--- config.mk ---
export PLATFORM = sky130hd
export DESIGN_NAME = bp_stage_ctrl
export DESIGN_NICKNAME = d
export VERILOG_FILES = /design/src/rtl/bp_pipe_pkg.sv /design/src/rtl/bp_fire_ctrl.sv /design/src/rtl/bp_stage_slot.sv /design/src/rtl/bp_dup_fanout.sv /design/src/rtl/bp_stage_ctrl.sv
export SDC_FILE = /design/constraint.sdc
export NUM_CORES = 1
export LEC_CHECK = 0
export ABC_CLOCK_PERIOD_IN_PS = 5500
export BUFFER_PORTS_ARGS = -buffer_cell sky130_fd_sc_hd__buf_2
export CAP_MARGIN = 10
export CORE_AREA = 2 2 262 264
export CTS_CLUSTER_DIAMETER = 100
export CTS_CLUSTER_SIZE = 24
export DETAILED_ROUTE_END_ITERATION = 10
export DIE_AREA = 0 0 264 266
export PLACE_DENSITY = 0.45
export SETUP_SLACK_MARGIN = 0.4
export SLEW_MARGIN = 15
export SYNTH_ARGS = -nofsm -noshare
export SYNTH_HDL_FRONTEND = slang
export SYNTH_HIERARCHICAL = 1
export SYNTH_SLANG_ARGS = --single-unit
--- constraint.sdc ---
create_clock -name clk -period 5.5 [get_ports clk]
set_input_delay 1.375 -clock clk [delete_from_list [all_inputs] [get_ports clk]]
set_output_delay 1.375 -clock clk [all_outputs]
set_load 0.005 [all_outputs]
--- src/rtl/bp_pipe_pkg.sv ---
// Package: shared control bundle for the prediction stage sequencer.
// Assumes: consumers unpack the bundle by field name, never by bit index.
package bp_pipe_pkg;

    // Per-cycle control outcome: four fires and two redirects.
    typedef struct packed {
        logic f0;
        logic f1;
        logic f2;
        logic f3;
        logic r2;
        logic r3;
    } bp_ctl_t;

    localparam int unsigned CTL_W = $bits(bp_ctl_t);

endpackage

--- src/rtl/bp_fire_ctrl.sv ---
// Module: bp_fire_ctrl
// Purpose: combinational advance/flush decision for the four stages.
// Works from the oldest stage back to s0, so that a stage knows whether
// the one after it is leaving or being flushed.
// Assumes: mismatch flags compare each stage's target with the target that
// the stage before it captured for the same block.
module bp_fire_ctrl
    import bp_pipe_pkg::*;
(
    input  logic    run_i,
    input  logic    v1_i,
    input  logic    v2_i,
    input  logic    v3_i,
    input  logic    rdy1_i,
    input  logic    rdy2_i,
    input  logic    rdy3_i,
    input  logic    out_rdy_i,
    input  logic    miss2_i,
    input  logic    miss3_i,
    output bp_ctl_t ctl_o,
    output logic    flush1_o,
    output logic    flush2_o
);

    logic acc1, acc2, acc3;

    // Resolve fires, redirects and acceptance from s3 down to s0.
    always_comb begin
        ctl_o      = '0;
        ctl_o.f3   = v3_i & out_rdy_i;
        ctl_o.r3   = ctl_o.f3 & miss3_i;
        acc3       = rdy3_i & (~v3_i | ctl_o.f3);
        flush2_o   = ctl_o.r3;
        ctl_o.f2   = v2_i & acc3 & ~flush2_o;
        ctl_o.r2   = ctl_o.f2 & miss2_i;
        flush1_o   = ctl_o.r3 | ctl_o.r2;
        acc2       = rdy2_i & (~v2_i | ctl_o.f2 | flush2_o);
        ctl_o.f1   = v1_i & acc2 & ~flush1_o;
        acc1       = rdy1_i & (~v1_i | ctl_o.f1 | flush1_o);
        ctl_o.f0   = run_i & acc1;
    end

endmodule

--- src/rtl/bp_stage_slot.sv ---
// Module: bp_stage_slot
// Purpose: one pipeline stage register (valid bit and fetch PC).
// Assumes: a load in the same cycle as a flush wins, because the
// incoming block is younger than the redirect.
module bp_stage_slot #(
    parameter int unsigned PC_W = 32
) (
    input  logic            clk,
    input  logic            rst_n,
    input  logic            load_i,
    input  logic [PC_W-1:0] load_pc_i,
    input  logic            leave_i,
    input  logic            flush_i,
    output logic            valid_o,
    output logic [PC_W-1:0] pc_o
);

    // Valid tracking: set on arrival, cleared on departure or flush.
    always_ff @(posedge clk) begin
        if (!rst_n)
            valid_o <= 1'b0;
        else if (load_i)
            valid_o <= 1'b1;
        else if (leave_i || flush_i)
            valid_o <= 1'b0;
    end

    // PC capture on arrival only.
    always_ff @(posedge clk) begin
        if (!rst_n)
            pc_o <= '0;
        else if (load_i)
            pc_o <= load_pc_i;
    end

endmodule

--- src/rtl/bp_dup_fanout.sv ---
// Module: bp_dup_fanout
// Purpose: drives N identical copies of a bundle.
// Assumes: each copy feeds a separate consumer.
module bp_dup_fanout #(
    parameter int unsigned W = 8,
    parameter int unsigned N = 2
) (
    input  logic [W-1:0]        d_i,
    output logic [N-1:0][W-1:0] q_o
);

    for (genvar g = 0; g < N; g++) begin : g_copy
        assign q_o[g] = d_i;
    end

endmodule

--- src/rtl/bp_stage_ctrl.sv ---
// Module: bp_stage_ctrl (top)
// Purpose: sequences the s0..s3 branch prediction pipeline. It carries the
// fetch PC down the stages, raises s2/s3 redirects on target mismatch,
// flushes younger stages and steers s0 to the corrected target.
// Assumes: stage targets are stable while their stage holds a block;
// reset_vec_i is stable during reset.
module bp_stage_ctrl
    import bp_pipe_pkg::*;
#(
    parameter int unsigned PC_W    = 32,
    parameter int unsigned NUM_DUP = 4
) (
    input  logic                         clk,
    input  logic                         rst_n,
    input  logic [PC_W-1:0]              reset_vec_i,
    input  logic                         s1_rdy_i,
    input  logic                         s2_rdy_i,
    input  logic                         s3_rdy_i,
    input  logic                         out_rdy_i,
    input  logic [PC_W-1:0]              s1_tgt_i,
    input  logic [PC_W-1:0]              s2_tgt_i,
    input  logic [PC_W-1:0]              s3_tgt_i,
    output logic [NUM_DUP-1:0]           s0_fire_o,
    output logic [NUM_DUP-1:0]           s1_fire_o,
    output logic [NUM_DUP-1:0]           s2_fire_o,
    output logic [NUM_DUP-1:0]           s3_fire_o,
    output logic [NUM_DUP-1:0]           s2_redir_o,
    output logic [NUM_DUP-1:0]           s3_redir_o,
    output logic                         s1_valid_o,
    output logic                         s2_valid_o,
    output logic                         s3_valid_o,
    output logic [NUM_DUP-1:0][PC_W-1:0] s0_pc_o,
    output logic [NUM_DUP-1:0][PC_W-1:0] s1_pc_o,
    output logic [NUM_DUP-1:0][PC_W-1:0] s2_pc_o,
    output logic [NUM_DUP-1:0][PC_W-1:0] s3_pc_o
);

    localparam int unsigned NUM_STG = 4;
    localparam int unsigned PCB_W   = NUM_STG * PC_W;

    bp_ctl_t         ctl;
    logic            flush1, flush2;
    logic            run_q;
    logic [PC_W-1:0] s0_hold_q;
    logic [PC_W-1:0] tag2_q, tag3_q;
    logic [PC_W-1:0] pc_a [NUM_STG];
    logic [NUM_STG-1:0] fire_v;
    logic [3:1]      valid_v;
    logic [3:1]      flush_v;

    assign fire_v  = {ctl.f3, ctl.f2, ctl.f1, ctl.f0};
    assign flush_v = {1'b0, flush2, flush1};

    // Run flag: holds s0 idle until the first cycle after reset.
    always_ff @(posedge clk) begin
        if (!rst_n) run_q <= 1'b0;
        else        run_q <= 1'b1;
    end

    // s0 PC choice: s3 correction, then s2 correction, then s1 target, then held PC.
    always_comb begin
        if (ctl.r3)          pc_a[0] = s3_tgt_i;
        else if (ctl.r2)     pc_a[0] = s2_tgt_i;
        else if (valid_v[1]) pc_a[0] = s1_tgt_i;
        else                 pc_a[0] = s0_hold_q;
    end

    // Held s0 PC: keeps any offer that s0 did not take; reset vector after reset.
    always_ff @(posedge clk) begin
        if (!rst_n)        s0_hold_q <= reset_vec_i;
        else if (!ctl.f0)  s0_hold_q <= pc_a[0];
    end

    // Captured predecessor targets that the s2 and s3 blocks are checked against.
    always_ff @(posedge clk) begin
        if (!rst_n) begin
            tag2_q <= '0;
            tag3_q <= '0;
        end else begin
            if (ctl.f1) tag2_q <= s1_tgt_i;
            if (ctl.f2) tag3_q <= s2_tgt_i;
        end
    end

    bp_fire_ctrl u_fire (
        .run_i     (run_q),
        .v1_i      (valid_v[1]),
        .v2_i      (valid_v[2]),
        .v3_i      (valid_v[3]),
        .rdy1_i    (s1_rdy_i),
        .rdy2_i    (s2_rdy_i),
        .rdy3_i    (s3_rdy_i),
        .out_rdy_i (out_rdy_i),
        .miss2_i   (s2_tgt_i != tag2_q),
        .miss3_i   (s3_tgt_i != tag3_q),
        .ctl_o     (ctl),
        .flush1_o  (flush1),
        .flush2_o  (flush2)
    );

    // Stage registers s1..s3, each fed by the fire of the stage before it.
    for (genvar k = 1; k < NUM_STG; k++) begin : g_stage
        bp_stage_slot #(.PC_W(PC_W)) u_slot (
            .clk       (clk),
            .rst_n     (rst_n),
            .load_i    (fire_v[k-1]),
            .load_pc_i (pc_a[k-1]),
            .leave_i   (fire_v[k]),
            .flush_i   (flush_v[k]),
            .valid_o   (valid_v[k]),
            .pc_o      (pc_a[k])
        );
    end

    assign s1_valid_o = valid_v[1];
    assign s2_valid_o = valid_v[2];
    assign s3_valid_o = valid_v[3];

    logic [NUM_DUP-1:0][CTL_W-1:0] ctl_dup;
    logic [NUM_DUP-1:0][PCB_W-1:0] pc_dup;

    bp_dup_fanout #(.W(CTL_W), .N(NUM_DUP)) u_ctl_dup (
        .d_i (ctl),
        .q_o (ctl_dup)
    );

    bp_dup_fanout #(.W(PCB_W), .N(NUM_DUP)) u_pc_dup (
        .d_i ({pc_a[0], pc_a[1], pc_a[2], pc_a[3]}),
        .q_o (pc_dup)
    );

    // Unpack each copy onto the output ports.
    for (genvar g = 0; g < NUM_DUP; g++) begin : g_out
        bp_ctl_t c;
        assign c             = ctl_dup[g];
        assign s0_fire_o[g]  = c.f0;
        assign s1_fire_o[g]  = c.f1;
        assign s2_fire_o[g]  = c.f2;
        assign s3_fire_o[g]  = c.f3;
        assign s2_redir_o[g] = c.r2;
        assign s3_redir_o[g] = c.r3;
        assign s0_pc_o[g]    = pc_dup[g][4*PC_W-1 -: PC_W];
        assign s1_pc_o[g]    = pc_dup[g][3*PC_W-1 -: PC_W];
        assign s2_pc_o[g]    = pc_dup[g][2*PC_W-1 -: PC_W];
        assign s3_pc_o[g]    = pc_dup[g][PC_W-1 -: PC_W];
    end

endmodule

### After elaboration in Yosys (flattened, before gate mapping)

Cells that the tools add are included.

* flip-flop bits (word level): 196
* output and inout bits: 539
* logic and storage cells: 52
* input bits: 134

* bitwise gates (word level): 22
* equality and inequality tests: 3
* muxes and demuxes: 12
* reductions and logical operators: 5

Operators by type and width (number)
* two-way mux 32 bit: 5
* inequality test 32 bit: 2
* bitwise AND 1 bit: 11
* two-way mux 1 bit: 7
* bitwise OR 1 bit: 6
* nonzero test 2 bit: 3
* NOT 1 bit: 5
* logical OR 1 bit: 2
* inequality test 2 bit, second input constant: 1

### Depth between registers and ports, before layout

Gate-level depths: netlist (run 1).

* depth after elaboration: 16
* mapped depth: 13
* gate-level depth less buffers: 11

### By module

Netlist (run 1), hierarchy kept.

Modules (own cells, without submodules)
* bp_stage_ctrl: seq. area each 2262.2 µm², instances 1, area an instance 6053.3 µm², cells each 545
* bp_dup_fanout at u_pc_dup: seq. area each 0.0 µm², instances 1, area an instance 3843.7 µm², cells each 512
* bp_stage_slot: seq. area each 660.6 µm², instances 3, area an instance 1278.7 µm², cells each 106
* bp_dup_fanout at u_ctl_dup: seq. area each 0.0 µm², instances 1, area an instance 180.2 µm², cells each 24
* bp_fire_ctrl: seq. area each 0.0 µm², instances 1, area an instance 128.9 µm², cells each 19

### Worst setup path before layout (run 1)

Ideal clock, no wire load.

* path kind: input port to output port
* start point: input port s3_tgt_i[13]
* end point: output port s0_pc_o[0] in the netlist's numbering
* cell stages on the path: 12
* path buffers: 3
* required time: 4.125 ns
* path slack: 0.332 ns
* arrival time: 3.793 ns
* cell sequence: xnor2_1 nand4_1 nor4_1 nand2_1 nand2b_1 a21oi_1 and2_1 buf_2 buf_2 a211oi_1 o31ai_1 buf_4

RTL lines
* from (decl): line bp_stage_ctrl.sv:22 `input logic [PC_W-1:0] s3_tgt_i,`
* to (decl): line bp_stage_ctrl.sv:32 `output logic [NUM_DUP-1:0][PC_W-1:0] s0_pc_o,`

==> results of run 1 <==
## cells by family after synthesis
kind of cell,after synthesis,synth area share [%]
other,1,0.0267
buffers and inverters,600,32.4
XOR/XNOR,64,3.99
multiplexers,192,14.8
AO/OA/AOI/OAI,72,6.00
AND/OR/NAND/NOR,293,12.5
flip-flops,196,30.2
## worst min-delay path by stage
stage                                        from                 endpoint  slack, ns  cells after the start
after floorplan            tag2_q[0]$_SDFFE_PN0P_   tag2_q[0]$_SDFFE_PN0P_       0.50                      2
after CTS                  tag3_q[4]$_SDFFE_PN0P_   tag3_q[4]$_SDFFE_PN0P_       0.54                      2
after global placement     tag3_q[0]$_SDFFE_PN0P_   tag3_q[0]$_SDFFE_PN0P_       0.52                      2
final                      tag3_q[5]$_SDFFE_PN0P_   tag3_q[5]$_SDFFE_PN0P_       0.54                      2
after global routing      tag2_q[10]$_SDFFE_PN0P_  tag2_q[10]$_SDFFE_PN0P_       0.56                      2
after detailed placement   tag2_q[7]$_SDFFE_PN0P_   tag2_q[7]$_SDFFE_PN0P_       0.53                      2
## flip-flops by register name, summed over array words and instances, names as in the netlist
register / flops
g_stage.u_slot/pc_o: 96
g_stage.u_slot/valid_o: 3
run_q: 1
s0_hold_q: 32
tag2_q: 32
tag3_q: 32
## cell usage after synthesis
library cell	number	share of area, %
nand3_1	2	0.071
a211oi_1	2	0.11
o21a_1	3	0.16
buf_4	538	29
a21oi_2	1	0.062
nand4_1	16	0.71
nor4_1	4	0.18
a21oi_1	2	0.071
clkbuf_1	24	0.64
dfxtp_1	164	23
nor3b_1	3	0.16
edfxtp_1	32	6.8
mux2i_1	160	11
inv_1	2	0.053
o31ai_1	2	0.11
xnor2_1	64	4.0
a221o_1	1	0.071
buf_2	16	0.57
and2_2	1	0.053
mux2_2	2	0.16
nor2b_1	220	9.8
mux2_4	30	3.2
buf_12	13	1.9
and2_1	1	0.045
conb_1	1	0.027
a211oi_2	30	2.7
o211a_1	1	0.071
nor2b_4	2	0.20
nand2b_1	1	0.045
and2b_1	5	0.27
buf_6	7	0.56
nand2_1	38	1.0
o31ai_2	30	2.7
## final cells by class
cell class              count  area, um^2
multi-input cells         622        5880
inverters                   2        8.76
clock buffers              18         450
fillers                  7340       50800
clock inverters            14         134
well taps                 882        1100
diodes                      2        5.00
flip-flops and latches    196        4250
repair buffers            792        5130
## critical path, stage by stage
cell and delay (ns):
buf_2 0.11, xnor2_1 0.31, nand4_1 0.23, nor4_1 0.22, nand2_1 0.12, nand2b_4 0.16, a21oi_4 0.12, and2_4 0.19
buf_12 0.15, buf_12 0.15, a211oi_4 0.05, o31ai_4 0.30, buf_6 0.19, buf_6 0.10
## metal layers
metal,share of wire (%),global-route usage [%],wire length (um),up-vias
met5,0.30,0,149,-
met4,1.5,3.87,733,24
met3,4.9,3.28,2470,56
met2,48,21.6,24100,291
met1,46,17.9,23100,4790
li1,-,-,-,4547
## power by group
group / switching [mW] / total (mW) / internal (mW) / leakage [nW]
clock network: 0.701 / 1.33 / 0.627 / 0.286
registers: 0.0692 / 1.60 / 1.54 / 1.66
logic: 0.562 / 1.29 / 0.730 / 5.70
## timing repair
action | in CTS | in global routing
buffers inserted | 30 | 9
setup endpoints to repair | 136 | 128
gates cloned | 4 | 3
endpoints found under the hold margin | 0 | 0
pin swaps | 38 | 14
gates resized for setup | 114 | 79
## stage by stage
stage,hold slack (ns),std cells,setup slack (ns),utilization (%)
6_report,0.537,2528,0.333,25.0
5_1_grt,0.557,2526,0.201,25.0
4_1_cts,0.540,2514,0.274,24.1
3_5_place_dp,0.526,2448,-0.276,21.7
3_3_place_gp,0.519,2448,-0.237,21.7
2_1_floorplan,0.504,1418,0.475,-
==> qor.yml, run 1 <==
status: "complete, no violations"
r2r_end: "tag3_q[0]$_SDFFE_PN0P_"
hold_path_class: "register to register"
row_count: 96
worstSetupStartpointType: "input port"
setup_viol: 0
final_nets: 1765
worst_slew_pin_slew_ns: 1.10
max-slew-margin-rel_pct: 26.6
cts_max_level: 4
clock_latency_ns: 0.50
drc_errors: 0
clock_sinks: 196
cts_tree: "yes"
wire_per_inst_um: 20.0
cp-endpoint: "s0_pc_o[74]"
tns_ns: 0
final_area_um2: 17000
max_cap_viol_count: 0
rsz0062_at_grt: "true"
grt-ovfl-total: 0
start_util_pct: 20.7
ant_nets: 0
synth-seq-cells: 196
antenna_found_initial: 16
yosysWarnings: 6
grt_pass1_vias: 8749
place_area_um2: 14700
cts.clk_slew.worst_paths_ns: 0.08
min_period_ns: 5.17
track_usage_pct: 13.5
synthCells: 1418
period_share_pct: 94.0
power_mw: 4.23
worst-setup-path-type: "input port to output pin"
clockBufferDepth: 2
reg2reg_from: "tag3_q[24]$_SDFFE_PN0P_"
p_leak_nw: 7.65
synth.distinct_cells: 33
hold_violations: 0
regToRegSetupSlack_ns: 1.93
fmax_mhz: 194
layout_commonest_cell: "buf_2"
crit_arrival_ns: 3.79
grt_pass1_wl_um: 67000
syn-num-nets: 1552
path_max_fanout: 8
seq_area_frac_synth_pct: 30.2
routed_wl_um: 50500
final_cell_mix: "buf_2, nor2b_1, dfxtp_1"
cts_buffers: 17
synth_area_um2: 14000
io-pin-count: 673
drive_above_1_share_pct: 60.0
synth.avg_cell_area_um2: 9.90
grt_max_degree: 79
port_buffers: 672
maxSlewViolCount: 0
viasPerCell: 3.84
syn2layout_area_growth_pct: 20.8
place_congestion: 0.755
vdd_drop_max_mv: 0.198
coreArea_um2: 67700
cts-hold-fix-buffers: 0
r2r_cells: 12
fin_skew_ns: 0.0157
crit_path_end_kind: "output pin"
crit_start: "s3_tgt_i[11]"
die_h_um: 266
fp.dieW_um: 264
drt_first_pass_iters: 4
die-area_um2: 70200
vias: 9708
place_hpwl_um: 36900
crit_required_ns: 4.12
first_iter_violations: 405
cts-root-buf: "clkbuf_16"
pwr_density_cell_nw_per_um2: 249
(Power assumes the default switching activity.)
==> run 2: changes to the inputs <==
--- a/config.mk
+++ b/config.mk
@@ -5,14 +5,15 @@
 export SDC_FILE = /design/constraint.sdc
 export NUM_CORES = 1
 export LEC_CHECK = 0
+export ABC_AREA = 1
 export ABC_CLOCK_PERIOD_IN_PS = 5500
 export BUFFER_PORTS_ARGS = -buffer_cell sky130_fd_sc_hd__buf_2
 export CAP_MARGIN = 10
-export CORE_AREA = 2 2 262 264
+export CORE_AREA = 2 2 259 261
 export CTS_CLUSTER_DIAMETER = 100
 export CTS_CLUSTER_SIZE = 24
 export DETAILED_ROUTE_END_ITERATION = 10
-export DIE_AREA = 0 0 264 266
+export DIE_AREA = 0 0 261 263
 export PLACE_DENSITY = 0.45
 export SETUP_SLACK_MARGIN = 0.4
 export SLEW_MARGIN = 15
==> qor.yml, run 2 <==
largest_reg_flops: 96  # unchanged
crit_path_frequent_cell: "nand2_1"
ant_nets: 0  # unchanged
max-slew-margin-rel_pct: 35.7  # +9.1 points
final_cells: 2776  # +9.8%
rsz0062_at_grt: "true"
first_iter_violations: 681  # +68%
place_congestion: 0.772  # +2.3%
vias: 10900  # +13%
port_buffers: 672  # unchanged
row_count: 94  # -2.1%
clockBufferDepth: 2  # unchanged
pwr_density_cell_nw_per_um2: 276  # +11%
swShare_pct: 34.8  # +3.2 points
seq_area_frac_synth_pct: 31.7  # +1.5 points
fill_cells: 7405  # +0.89%
synth_area_leader_cell: "buf_4"
holdPathStages: 2  # unchanged
coreArea_um2: 65600  # -3.1%
power.switching_mw: 1.40  # +4.8%
clock_latency_ns: 0.50  # about the same
place_area_um2: 13700  # -7.2%
worstSetupStartpointType: "input port"
final_area_um2: 14600  # -14%
syn-num-nets: 1911  # +23%
fp.dieW_um: 261  # -1.1%
synth.avg_cell_area_um2: 7.54  # -24%
async_reset_ff_share_pct: 0  # unchanged
die-area_um2: 68600  # -2.3%
p_int_mw: 2.62  # -9.3%
yosys-top-cells-area: "buf_4, dfxtp_1, nor2_1"
grt-ovfl-total: 0  # unchanged
grt_pass1_vias: 9725  # +11%
crit_path_end_kind: "output pin"
viasPerCell: 3.94  # +2.7%
multi_input_area_um2: 4620  # -21%
clock_sinks: 196  # unchanged
synth_ff_type: "dfxtp_1"
grt_pass1_wl_um: 74600  # +11%
final_nets: 2030  # +15%
use_met1_pct: 20.1  # +2.2 points
syn2layout_area_growth_pct: 8.63
grt_max_degree: 128  # +62%
fin_skew_ns: 0.0137  # -0.00208 ns
antenna_found_initial: 26  # +10
cp_slowest_cell: "o21ai_2"
seq_power_share_pct: 41.4  # +3.4 points
yosysWarnings: 6  # unchanged
min_period_ns: 4.93  # -0.236 ns
vdd_drop_max_mv: 0.209  # +5.5%
period_share_pct: 89.7  # -4.3 points
hold_path_class: "register to register"
synth_area_um2: 13400  # -4.6%
top_register: "g_stage.u_slot/pc_o"
drt_first_pass_iters: 5  # +1
hold_violations: 0  # unchanged
crit_required_ns: 4.12  # about the same
max_cap_viol_count: 0  # unchanged
synth_edf_count: 32  # unchanged
worst-setup-path-type: "input port to output pin"
dp.cells: 2735  # +12%
routed_wl_um: 55600  # +10%
worst_slew_pin_slew_ns: 0.964  # -0.137 ns
drive_above_1_share_pct: 44.6  # -15 points
cp.buffers_inverters: 7  # +2
cts_tree: "yes"
power_mw: 4.02  # -4.9%
cts-root-buf: "clkbuf_16"
io-pin-count: 673  # unchanged
r2r_cells: 18  # +6
layout_commonest_cell: "buf_2"
cts.clk_slew.worst_paths_ns: 0.08  # about the same
path_max_fanout: 11  # +3
status: "complete, no violations"
combPwrFrac_pct: 26.1  # -4.5 points
cts_buffers: 17  # unchanged
dp_slack_ns: 0.0971  # +0.373 ns
synth_top_area_share_pct: 30.9  # +2.1 points
drc_errors: 0  # unchanged
place_hpwl_um: 41600  # +13%
p_clk_share_pct: 32.5  # +1.1 points
use_met2_pct: 25.0  # +3.5 points
worst-path-stages: 20  # +6
synthTopCellsByCount: "buf_4, nor2_1, nand2_1"
final_cell_mix: "buf_2, nor2_1, nand2_1"
tns_ns: 0  # unchanged
fmax_mhz: 203  # +4.8%
maxSlewViolCount: 0  # unchanged
wire_per_inst_um: 20.0  # +0.33%
p_leak_nw: 7.89  # +3.2%
grtUsageMet3_pct: 4.39  # +1.1 points
top_usage_layer: "met2"
synthCells: 1777  # +25%
synth.distinct_cells: 24  # -27%
crit_path_cell_trace: "buf_2, inv_1, nand2_1, nand2_1, nand2_2, nor2_4, nand2_2, nor2_2, nand2_1, inv_1, nand2_2, nand2_1, nand3_2, inv_2, inv_6, buf_12, nand3_2, o21ai_2, o21ai_2, buf_2"
max_stage_delay_ns: 0.35  # +0.04 ns
cts-hold-fix-buffers: 0  # unchanged
setup_viol: 0  # unchanged
die_h_um: 263  # -1.1%
start_util_pct: 20.4  # -0.32 points
seqCellArea_um2: 4250  # about the same
cts_max_level: 4  # unchanged
yosysMostFrequentCell: "buf_4"
track_usage_pct: 15.4  # +1.9 points
crit_family: "simple AND/OR/NAND/NOR gates"
setup_slack_ns: 0.568  # +0.236 ns
synth-seq-cells: 196  # unchanged
crit_arrival_ns: 3.56  # -0.23 ns
run 2: cell count changes after synthesis, moves of 43 or more:
cell,change
nor2_1,+309
nand2_1,+237
nor2b_1,-220
mux2i_1,-160
o21ai_0,+144
o21ai_2,+54
inv_1,+43
run 2: kinds of logic after synthesis:
family	Yosys count	synth area share, %
xor+xnor	52	3.40
other cells	1	0.0280
flops	196	31.7
simple gates	623	18.8
buf+inv	660	35.3
compound gates	245	10.9
run 2: cell type report:
class | count | area share [%]
timing repair buffer | 710 | 26.3
tap | 864 | 7.43
clock inverter | 13 | 0.774
antenna | 3 | 0.0516
clock buffer | 19 | 3.11
inverter | 50 | 1.40
multi-input combinational | 921 | 31.8
sequential | 196 | 29.2
run 2: path summary, 6_finish.rpt:
path                                start                 endpoint  slack (ns)
setup / recovery             s3_tgt_i[12]              s0_pc_o[99]        0.57
hold / removal    tag3_q[31]$_SDFFE_PN0P_  tag3_q[31]$_SDFFE_PN0P_        0.47
setup reg to reg  tag3_q[19]$_SDFFE_PN0P_  tag2_q[12]$_SDFFE_PN0P_        2.06
hold reg to reg   tag3_q[31]$_SDFFE_PN0P_  tag3_q[31]$_SDFFE_PN0P_        0.47
run 2: repair_timing:
| action | 4_1_cts | 5_1_grt |
|---|---|---|
| pin swaps | 0 | 9 |
| hold endpoints to repair | 0 | 0 |
| cloned | 0 | 3 |
| setup endpoints to repair | 124 | 124 |
| gates resized for setup | 18 | 27 |
| setup buffers | 0 | 3 |
run 2: per-layer routing:
metal	part of all wire (%)	up-vias
met5	0.33	-
met4	1.4	30
met3	6.0	72
met2	47	442
met1	45	5091
li1	-	5311
run 2: worst min-delay path: cells and delay by family, from the launching register on:
family	cells	cell delay [ns]
flops	1	0.31
buf+inv	1	0.06
compound gates	1	0.06
run 2: power by group through the flow:
stage / Clock [mW] / Combinational, mW / Sequential (mW)
after floorplan: 0 / 0.889 / 1.65
after global placement: 0 / 1.04 / 1.70
after detailed placement: 0 / 1.03 / 1.70
after CTS: 1.37 / 1.05 / 1.67
after global routing: 1.42 / 1.16 / 1.68
final: 1.31 / 1.05 / 1.67
run 2: metrics by stage:
step                      hold WS, ns  utilization, %
after floorplan                 0.443               -
after global placement          0.464            20.8
after detailed placement        0.464            20.8
after CTS                       0.474            21.8
after global routing            0.503            22.2
final                           0.471            22.2
